File: src/rtl/sw_pair_pkg.sv
package sw_pair_pkg;

    localparam int NODES   = 2;
    localparam int ADDR_W  = 4;
    localparam int MODE_W  = 2;
    localparam int SLICE_W = 1 + 2 * ADDR_W;
    localparam int CTRL_W  = MODE_W + NODES * SLICE_W;
    localparam int NLINES  = 1 << ADDR_W;

    typedef enum logic [MODE_W-1:0] {
        SHAPE_LINEAR = 2'd0,
        SHAPE_TREE   = 2'd1,
        SHAPE_CUBE   = 2'd2,
        SHAPE_RSVD   = 2'd3
    } shape_e;

    typedef struct packed {
        logic              send;
        logic [ADDR_W-1:0] tx_peer;
        logic [ADDR_W-1:0] rx_peer;
    } slice_t;

    typedef struct packed {
        shape_e                  shape;
        slice_t [NODES-1:0]      slc;
    } ctrl_t;

    function automatic logic shape_live(shape_e s);
        return s != SHAPE_RSVD;
    endfunction

    function automatic logic needs_second_pass(shape_e s, slice_t sl);
        return (s == SHAPE_TREE) && !sl.send;
    endfunction

endpackage

File: src/rtl/sw_cfg_reg.sv
module sw_cfg_reg
    import sw_pair_pkg::*;
(
    input  logic                   clk,
    input  logic                   rst,
    input  logic [NODES-1:0]       slice_we,
    input  slice_t [NODES-1:0]     slice_wdata,
    input  logic                   mode_we,
    input  shape_e                 mode_wdata,
    output ctrl_t                  ctrl
);

    always_ff @(posedge clk) begin
        if (rst)          ctrl.shape <= SHAPE_LINEAR;
        else if (mode_we) ctrl.shape <= mode_wdata;
    end

    for (genvar i = 0; i < NODES; i++) begin : g_slice
        always_ff @(posedge clk) begin
            if (rst)              ctrl.slc[i] <= '0;
            else if (slice_we[i]) ctrl.slc[i] <= slice_wdata[i];
        end
    end

endmodule

File: src/rtl/sw_arbiter.sv
module sw_arbiter
    import sw_pair_pkg::*;
(
    input  logic             clk,
    input  logic             rst,
    input  logic [NODES-1:0] req,
    input  logic [NODES-1:0] done,
    input  ctrl_t            ctrl,
    output logic [NODES-1:0] grant
);

    logic [NODES-1:0] grant_q;
    logic             second_q;
    logic             owner;
    logic             live;

    always_comb begin
        owner = grant_q[1];
        live  = shape_live(ctrl.shape);
        grant = live ? grant_q : '0;
    end

    always_ff @(posedge clk) begin
        if (rst || !live) begin
            grant_q  <= '0;
            second_q <= 1'b0;
        end else if (grant_q == '0) begin
            second_q <= 1'b0;
            if (req[0])      grant_q <= 2'b01;
            else if (req[1]) grant_q <= 2'b10;
        end else if (done[owner]) begin
            if (needs_second_pass(ctrl.shape, ctrl.slc[owner]) && !second_q) begin
                second_q <= 1'b1;
            end else begin
                grant_q  <= '0;
                second_q <= 1'b0;
            end
        end
    end

endmodule

File: src/rtl/sw_steer.sv
module sw_steer
    import sw_pair_pkg::*;
#(
    parameter int DATA_W = 8
) (
    input  ctrl_t                      ctrl,
    input  logic [NODES-1:0]           grant,
    input  logic [NODES*DATA_W-1:0]    loc_tx_data,
    input  logic [NLINES*DATA_W-1:0]   remote_rx_data,
    output logic [DATA_W-1:0]          loc_rx_data,
    output logic [NODES-1:0]           loc_rx_valid,
    output logic [DATA_W-1:0]          remote_tx_data,
    output logic [ADDR_W-1:0]          remote_tx_addr,
    output logic                       remote_tx_valid
);

    logic   owner;
    slice_t osl;

    always_comb begin
        owner           = grant[1];
        osl             = ctrl.slc[owner];
        loc_rx_data     = '0;
        loc_rx_valid    = '0;
        remote_tx_data  = '0;
        remote_tx_addr  = '0;
        remote_tx_valid = 1'b0;
        if (grant != '0) begin
            if (osl.send) begin
                remote_tx_valid = 1'b1;
                remote_tx_addr  = osl.tx_peer;
                remote_tx_data  = loc_tx_data[int'(owner)*DATA_W +: DATA_W];
            end else begin
                loc_rx_valid[owner] = 1'b1;
                loc_rx_data = remote_rx_data[int'(osl.rx_peer)*DATA_W +: DATA_W];
            end
        end
    end

endmodule

File: src/rtl/sw_pair_switch.sv
module sw_pair_switch
    import sw_pair_pkg::*;
#(
    parameter int DATA_W = 8
) (
    input  logic                       clk,
    input  logic                       rst,
    input  logic [NODES-1:0]           slice_we,
    input  logic [NODES*SLICE_W-1:0]   slice_wdata,
    input  logic                       mode_we,
    input  logic [MODE_W-1:0]          mode_wdata,
    input  logic [NODES-1:0]           req,
    input  logic [NODES-1:0]           done,
    input  logic [NODES*DATA_W-1:0]    loc_tx_data,
    output logic [DATA_W-1:0]          loc_rx_data,
    output logic [NODES-1:0]           loc_rx_valid,
    input  logic [NLINES*DATA_W-1:0]   remote_rx_data,
    output logic [DATA_W-1:0]          remote_tx_data,
    output logic [ADDR_W-1:0]          remote_tx_addr,
    output logic                       remote_tx_valid,
    output logic [NODES-1:0]           grant,
    output logic [CTRL_W-1:0]          ctrl_q
);

    ctrl_t              ctrl;
    slice_t [NODES-1:0] wslices;

    assign wslices = slice_wdata;
    assign ctrl_q  = ctrl;

    sw_cfg_reg u_cfg (
        .clk         (clk),
        .rst         (rst),
        .slice_we    (slice_we),
        .slice_wdata (wslices),
        .mode_we     (mode_we),
        .mode_wdata  (shape_e'(mode_wdata)),
        .ctrl        (ctrl)
    );

    sw_arbiter u_arb (
        .clk   (clk),
        .rst   (rst),
        .req   (req),
        .done  (done),
        .ctrl  (ctrl),
        .grant (grant)
    );

    sw_steer #(.DATA_W(DATA_W)) u_steer (
        .ctrl            (ctrl),
        .grant           (grant),
        .loc_tx_data     (loc_tx_data),
        .remote_rx_data  (remote_rx_data),
        .loc_rx_data     (loc_rx_data),
        .loc_rx_valid    (loc_rx_valid),
        .remote_tx_data  (remote_tx_data),
        .remote_tx_addr  (remote_tx_addr),
        .remote_tx_valid (remote_tx_valid)
    );

endmodule

File: config.mk
export PLATFORM = sky130hd
export DESIGN_NAME = sw_pair_switch
export DESIGN_NICKNAME = d
export VERILOG_FILES = /design/src/rtl/sw_pair_pkg.sv /design/src/rtl/sw_cfg_reg.sv /design/src/rtl/sw_arbiter.sv /design/src/rtl/sw_steer.sv /design/src/rtl/sw_pair_switch.sv
export SDC_FILE = /design/constraint.sdc
export NUM_CORES = 1
export LEC_CHECK = 0
export ABC_AREA = 0
export BUFFER_PORTS_ARGS = -buffer_cell sky130_fd_sc_hd__buf_4
export CAP_MARGIN = 20
export CORE_AREA = 2 2 85 87
export DETAILED_ROUTE_END_ITERATION = 16
export DIE_AREA = 0 0 87 89
export PLACE_DENSITY = 0.81
export SYNTH_ARGS = -nofsm -noshare
export SYNTH_HDL_FRONTEND = slang
export SYNTH_HIERARCHICAL = 1
export SYNTH_SLANG_ARGS = --single-unit
File: constraint.sdc
create_clock -name clk -period 4.5 [get_ports clk]
set_clock_uncertainty 0.05 [all_clocks]
set_input_delay 0.45 -clock clk [delete_from_list [all_inputs] [get_ports clk]]
set_output_delay 0.45 -clock clk [all_outputs]
set_load 0.01 [all_outputs]
Word-level counts from Yosys, hierarchy flattened
Cells that the tools add are included.
{"block": "op_classes", "n_lt_le_gt_ge": 3, "eq_ne": 4, "shift": 2, "n_mux": 25, "n_reduce_logical": 12}
{"cell": "$shiftx A128 B8 Y8", "count": 1}
{"cell": "$mux W9", "count": 4}
{"cell": "$mux W8", "count": 4}
{"cell": "$mux W2", "count": 8}
{"cell": "$shiftx A16 B5 Y8", "count": 1}
{"cell": "$mux W4", "count": 2}
{"cell": "$mux W1", "count": 6}
{"cell": "$lt A1 B2 Y1 const B", "count": 2}
{"cell": "$reduce_bool A2 Y1", "count": 2}
{"cell": "$logic_and A1 B1 Y1", "count": 3}
{"cell": "$logic_not A1 Y1", "count": 3}
{"cell": "$ne A3 B3 Y1 const B", "count": 1}
{"cell": "$reduce_and A3 Y1", "count": 1}
{"cell": "$eq A2 B1 Y1 const B", "count": 1}
{"cell": "$logic_not A2 Y1", "count": 1}
{"cell": "$ne A2 B1 Y1 const B", "count": 1}
{"cell": "$ne A2 B2 Y1 const B", "count": 1}
{"cell": "$reduce_or A2 Y1", "count": 1}
{"cell": "$demux W1 S1", "count": 1}
{"cell": "$ge A1 B1 Y1 const B", "count": 1}
{"cell": "$logic_or A1 B1 Y1", "count": 1}
{"block": "totals", "register_bits": 23, "in_bits": 173, "output_inout_bits": 45, "elab_cells": 55}

Longest topological paths before layout
{"block": "depth", "depth_word": 8, "mapped_depth": 9, "depth_no_buf": 7}

Modules after synthesis
The synthesis kept the hierarchy.
{"module": "sw_steer", "instances": 1, "cells_each": 136, "area_per_inst_um2": 1350.0, "seq_area_each_um2": 0.0}
{"module": "sw_cfg_reg", "instances": 1, "cells_each": 64, "area_per_inst_um2": 708.2, "seq_area_each_um2": 400.4}
{"module": "sw_arbiter", "instances": 1, "cells_each": 22, "area_per_inst_um2": 191.4, "seq_area_each_um2": 60.1}

Least setup slack after synthesis
Ideal clock, no wire load.
{"block": "synth_path", "path_type": "reg-to-output", "from": "reg u_cfg/ctrl[18] (netlist name)", "to": "out loc_rx_data[5]", "arrival_time_ns": 2.157, "required_time_ns": 4.000, "path_slack_ns": 1.843, "path_stages_with_launch": 10, "path_buffers": 3, "cell_sequence": "dfxtp_1 > nand2_1 > and2_2 > buf_6 > mux2_4 > buf_6 > buf_12 > mux4_2 > nand2_1 > a41oi_1"}
{"block": "synth_via", "elab_chain_cells": 7, "elab_cells_between_ends": 8, "cone_classes": "1 x eq/ne; 1 x shift; 5 x mux; 1 x reduce/logical"}
{"item": "$ne A2 B2 Y1 *", "line": "sw_pair_pkg.sv:29", "source": "return s != SHAPE_RSVD;"}
{"item": "$mux W2 *", "line": "sw_arbiter.sv:20", "source": "grant = live ? grant_q : '0;"}
{"item": "named net grant[1]", "line": "sw_pair_switch.sv:21", "source": "output logic [NODES-1:0] grant,"}
{"item": "$mux W9 (implied by the code) (2 in series)", "line": "sw_steer.sv:22", "source": "osl = ctrl.slc[owner];"}
{"item": "$shiftx A128 B8 Y8", "line": "sw_steer.sv:35", "source": "loc_rx_data = remote_rx_data[int'(osl.rx_peer)*DATA_W +: DATA_W];"}
{"item": "$mux W8", "line": "sw_steer.sv:29", "source": "if (osl.send) begin"}
{"item": "$mux W8 *", "line": "sw_steer.sv:28", "source": "if (grant != '0) begin"}
{"item": "end: declaration", "line": "sw_pair_switch.sv:15", "source": "output logic [DATA_W-1:0] loc_rx_data,"}
Mark *: on every way through the listed nets, which the timed path passes. The rest lies on a longest branch. The select of a mux whose other input is x is not followed.

Final worst setup path
{"block": "layout_path", "from": "reg u_arb.grant_q[1]", "to": "out loc_rx_data[0]"}
{"block": "layout_via", "elab_chain_cells": 6, "elab_cells_between_ends": 7, "cone_classes": "1 x shift; 5 x mux; 1 x reduce/logical"}
{"item": "start: declaration", "line": "sw_arbiter.sv:12", "source": "logic [NODES-1:0] grant_q;"}
{"item": "start signal: assignment", "line": "sw_arbiter.sv:25", "source": "grant_q <= '0;"}
{"item": "start signal: assignment", "line": "sw_arbiter.sv:29", "source": "if (req[0]) grant_q <= 2'b01;"}
{"item": "start signal: assignment", "line": "sw_arbiter.sv:30", "source": "else if (req[1]) grant_q <= 2'b10;"}
{"item": "$mux W2 *", "line": "sw_arbiter.sv:20"}
{"item": "$mux W9 (implied by the code) (2 in series)", "line": "sw_steer.sv:22"}
{"item": "$shiftx A128 B8 Y8", "line": "sw_steer.sv:35"}
{"item": "$mux W8", "line": "sw_steer.sv:29"}
{"item": "$mux W8 *", "line": "sw_steer.sv:28"}
Every way passes the cells marked *; elsewhere a longest branch is shown, timed or not. The select of a mux whose other input is x is not followed.

==> summary by stage <==
Timing
For the pin with the worst max-slew slack, the measured transition is roughly 1000 ps. The hold slack is 342 ps. The number of pins with negative max-slew slack in the final report came to 0. The relative slew slack is 0.328. Adding up every negative setup slack in the final design gives 0 ps.

The time the final worst path needs with I/O delays and setup is roughly 3200 ps. The fraction of the cycle the final worst path needs is 0.722. The maximum achievable frequency is roughly 310 MHz.

Setup repair after global routing left no endpoint under its margin. The number of hold-slack violations in the final timing report is 0. Setup violations remaining at the end of the flow were counted as 0.

Power
The ratio of total power to cell area is 184 nW/um^2. The maximum ir drop on the vdd rail is 0.167 mV. Internal power comes to 500 uW. Of the total power, the share spent switching nets is 0.311. The analysis attributes to cell leakage a power of ~1.9 nW. Of the total power, combinational logic draws 0.503. The share of total power dissipated in sequential elements is 0.320.

The analysis attributes to net switching a power of 226 uW. Of the total power, the clock network draws 0.177.

Synthesis
In this run the cell area of the synthesized design comes to around 2200 sq um. The number of flops mapped to enable cells by yosys is 0. Of the synthesized area, sequential elements account for 0.205. Yosys printed 6 warnings. The most frequently used flop master after synthesis is dfxtp_1. The flop and latch count out of synthesis is 23. The dominant cell type by area after synthesis is mux4_2. After synthesis, the share of flip-flops with an asynchronous set or reset is 0.

The synthesized netlist cell count is 222. After synthesis, the netlist uses 32 different library cells. After synthesis, the cell types taking the most area are mux4_2, mux2i_1, dfxtp_1.

Of the post-synthesis cell area, the dominant cell type holds 0.280. The post-synthesis average cell area is 10.1 sq um. When the netlist entered floorplanning its net count stood at between 300 and 400.

Route
Using the TritonRoute via totals, the vias-per-cell ratio works out to 5.33. The final routed wire length divided by cell count is ~19 um. The number of iterations in the first detailed-routing pass is 4.

The remaining antenna violation count is 0. The routed wire length is 9540 um. In the routed design, unresolved DRC markers number 0. In this run, the number of DRC markers left after iteration 0 of detailed routing was 60. Summing over every cut layer, the via total after detailed routing is 2724.

Floorplanning
During I/O placement, the number of pins put on the boundary was between 200 and 250. Measured along the x axis, the die boundary spans 87 um. The floorplan step set the die height to 89 um. For this configuration, the core starts out at a cell density of 0.335. The die area is 7740 sq um.

The core region area is 6720 sq um. The floorplan has 30 rows.

Worst setup path
The critical path in this run is classified as flip-flop to primary output. The critical path starts at u_arb/grant_q[1]. The category of cells accounting for the largest share of critical-path delay is multiplexers. Together, buffers and inverters on the worst path number 1.

The launching point of the worst reg2reg path is u_arb/grant_q[1]. The element type at the critical path start is a flip-flop. The critical path goes through and2_2 -> mux2_4 -> mux4_2 -> nand2_1 -> a41oi_1 -> buf_4. The category of the worst setup path capture point is a primary output. Data on the critical path is required at its endpoint by 4000 ps. The maximum fanout count along the critical path is 29. The signal arrival time at the worst endpoint is between 2000 and 3000 ps. The slowest stage cell on the critical path is mux4_2. For this run, the slowest stage of the critical path takes 620 ps.

Clock network
Clock-pin slew was measured on the worst setup and hold paths at 80 ps. The tree is rooted in a clkbuf_8. In this run the deepest clock path goes through 2 buffers. Once the clock tree was built, the setup fixing pass inserted 0 buffers. The number of buffers inserted for hold repair after clock tree synthesis is 0. In this run, CTS created clock tree buffers numbering 3.

The clock tree from TritonCTS is done. The sink count of the clock tree is 23. CTS built an H-tree with a depth of 1.

The clock latency reported for the late side of the worst-skew pair is 270 ps. Post-CTS repair changed the size of 0 cells.

Finish
The fraction of layout cells with a size suffix above 1 is 0.599. The utilization of the core after routing is 0.586. In the layout the commonest cells are buf_4, mux2i_1, nor2_1. The post-synthesis to final-layout area growth is 74.9%. The most frequent standard cell in the layout excluding fill and tap cells is buf_4. After the last flow step, the layout net total stands at 605.

The repair_antennas step left the layout with diodes totalling 0. Summing all non-filler instances in the final layout gives an area of 3940 sq um.

Global routing
The aggregate global-route resource usage is 0.229. The number of antenna violations at the first check in global routing is 0. The maximum number of pins on one net before global-route repair is 32. The sum of overflow across all layers after global routing is 0.

The via count of the first global-routing pass is 2722. The wire length of the first global-routing pass is roughly 14000 um.

Placed design
The port buffer count is 217. The HPWL reported at the end of detailed placement is 7990 um. The congestion estimate from routability-driven global placement came to about 0.94. After detailed placement, the total cell area comes to 3890 sq um.

Outcome
The flow ran to the end, and the final reports show no timing, DRC or antenna violations.

Worst hold path
The min-delay analysis places its worst path in the category primary input to flip-flop. The beginning of the worst hold path is done[1].

Run
Max-cap violations in this run came to 0.
Yosys cell counts, types with 2 or more instances:
library cell	instances
dfxtp_1	23
o32ai_1	2
a31oi_1	2
mux4_2	28
a41oi_1	7
nor2_1	36
a21oi_1	4
nand2_1	31
o22ai_1	3
buf_2	7
nand2b_1	3
inv_1	4
mux2i_1	49
buf_6	5
layout make-up:
cell class                      instances  area (sq um)
Fill cell                             575          2780
Timing Repair Buffer                  220          1650
Clock buffer                            3          41.3
Inverter                                4          15.0
Sequential cell                        23           460
Multi-Input combinational cell        180          1660
Clock inverter                          1          5.00
Tap cell                               80           100
path summary, 6_finish.rpt:
kind,endpoint,slack [ps],cells past startpoint
setup / recovery,loc_rx_data[0],1250,6
hold / removal,u_arb/grant_q[1],340,2
setup reg to reg,u_arb/grant_q[1],3210,3
hold reg to reg,u_cfg/ctrl[4],480,2
flip-flops by register name, summed over array words and instances, names as in the netlist:
register / cells
u_arb/grant_q: 2
u_cfg/ctrl: 20
u_arb/second_q: 1
logic make-up after synthesis:
kind of cell	synth area share
DFF	0.205
and+or+nand+nor	0.145
buffers and inverters	0.0612
AOI/OAI and AO/OA	0.0734
muxes	0.516
layer usage:
metal / part of all wire / routed length, um / global-route usage / up-vias
met2: 0.53 / 5080 / 0.437 / 144
li1: - / - / - / 1268
met1: 0.35 / 3320 / 0.239 / 1287
met3: 0.083 / 795 / 0.0545 / 25
met4: 0.036 / 342 / 0.0938 / 0
met5: 0 / 0 / 0 / -
through the flow:
stage               worst slack [ps]  std cells  power [mW]
CTS                             1200        511       0.733
finish                          1250        511       0.726
floorplan                       1840        222       0.418
global placement                1540        506       0.594
detailed placement              1510        507       0.603
global route                    1080        511       0.768
power by group through the flow:
stage | clock network [mW] | registers [mW] | logic [mW]
5_1_grt | 0.142 | 0.234 | 0.391
2_1_floorplan | 0 | 0.237 | 0.182
6_report | 0.128 | 0.232 | 0.365
4_1_cts | 0.134 | 0.232 | 0.367
3_3_place_gp | 0 | 0.236 | 0.357
3_5_place_dp | 0 | 0.237 | 0.366
Note: power is estimated with default switching activity, not from simulation.
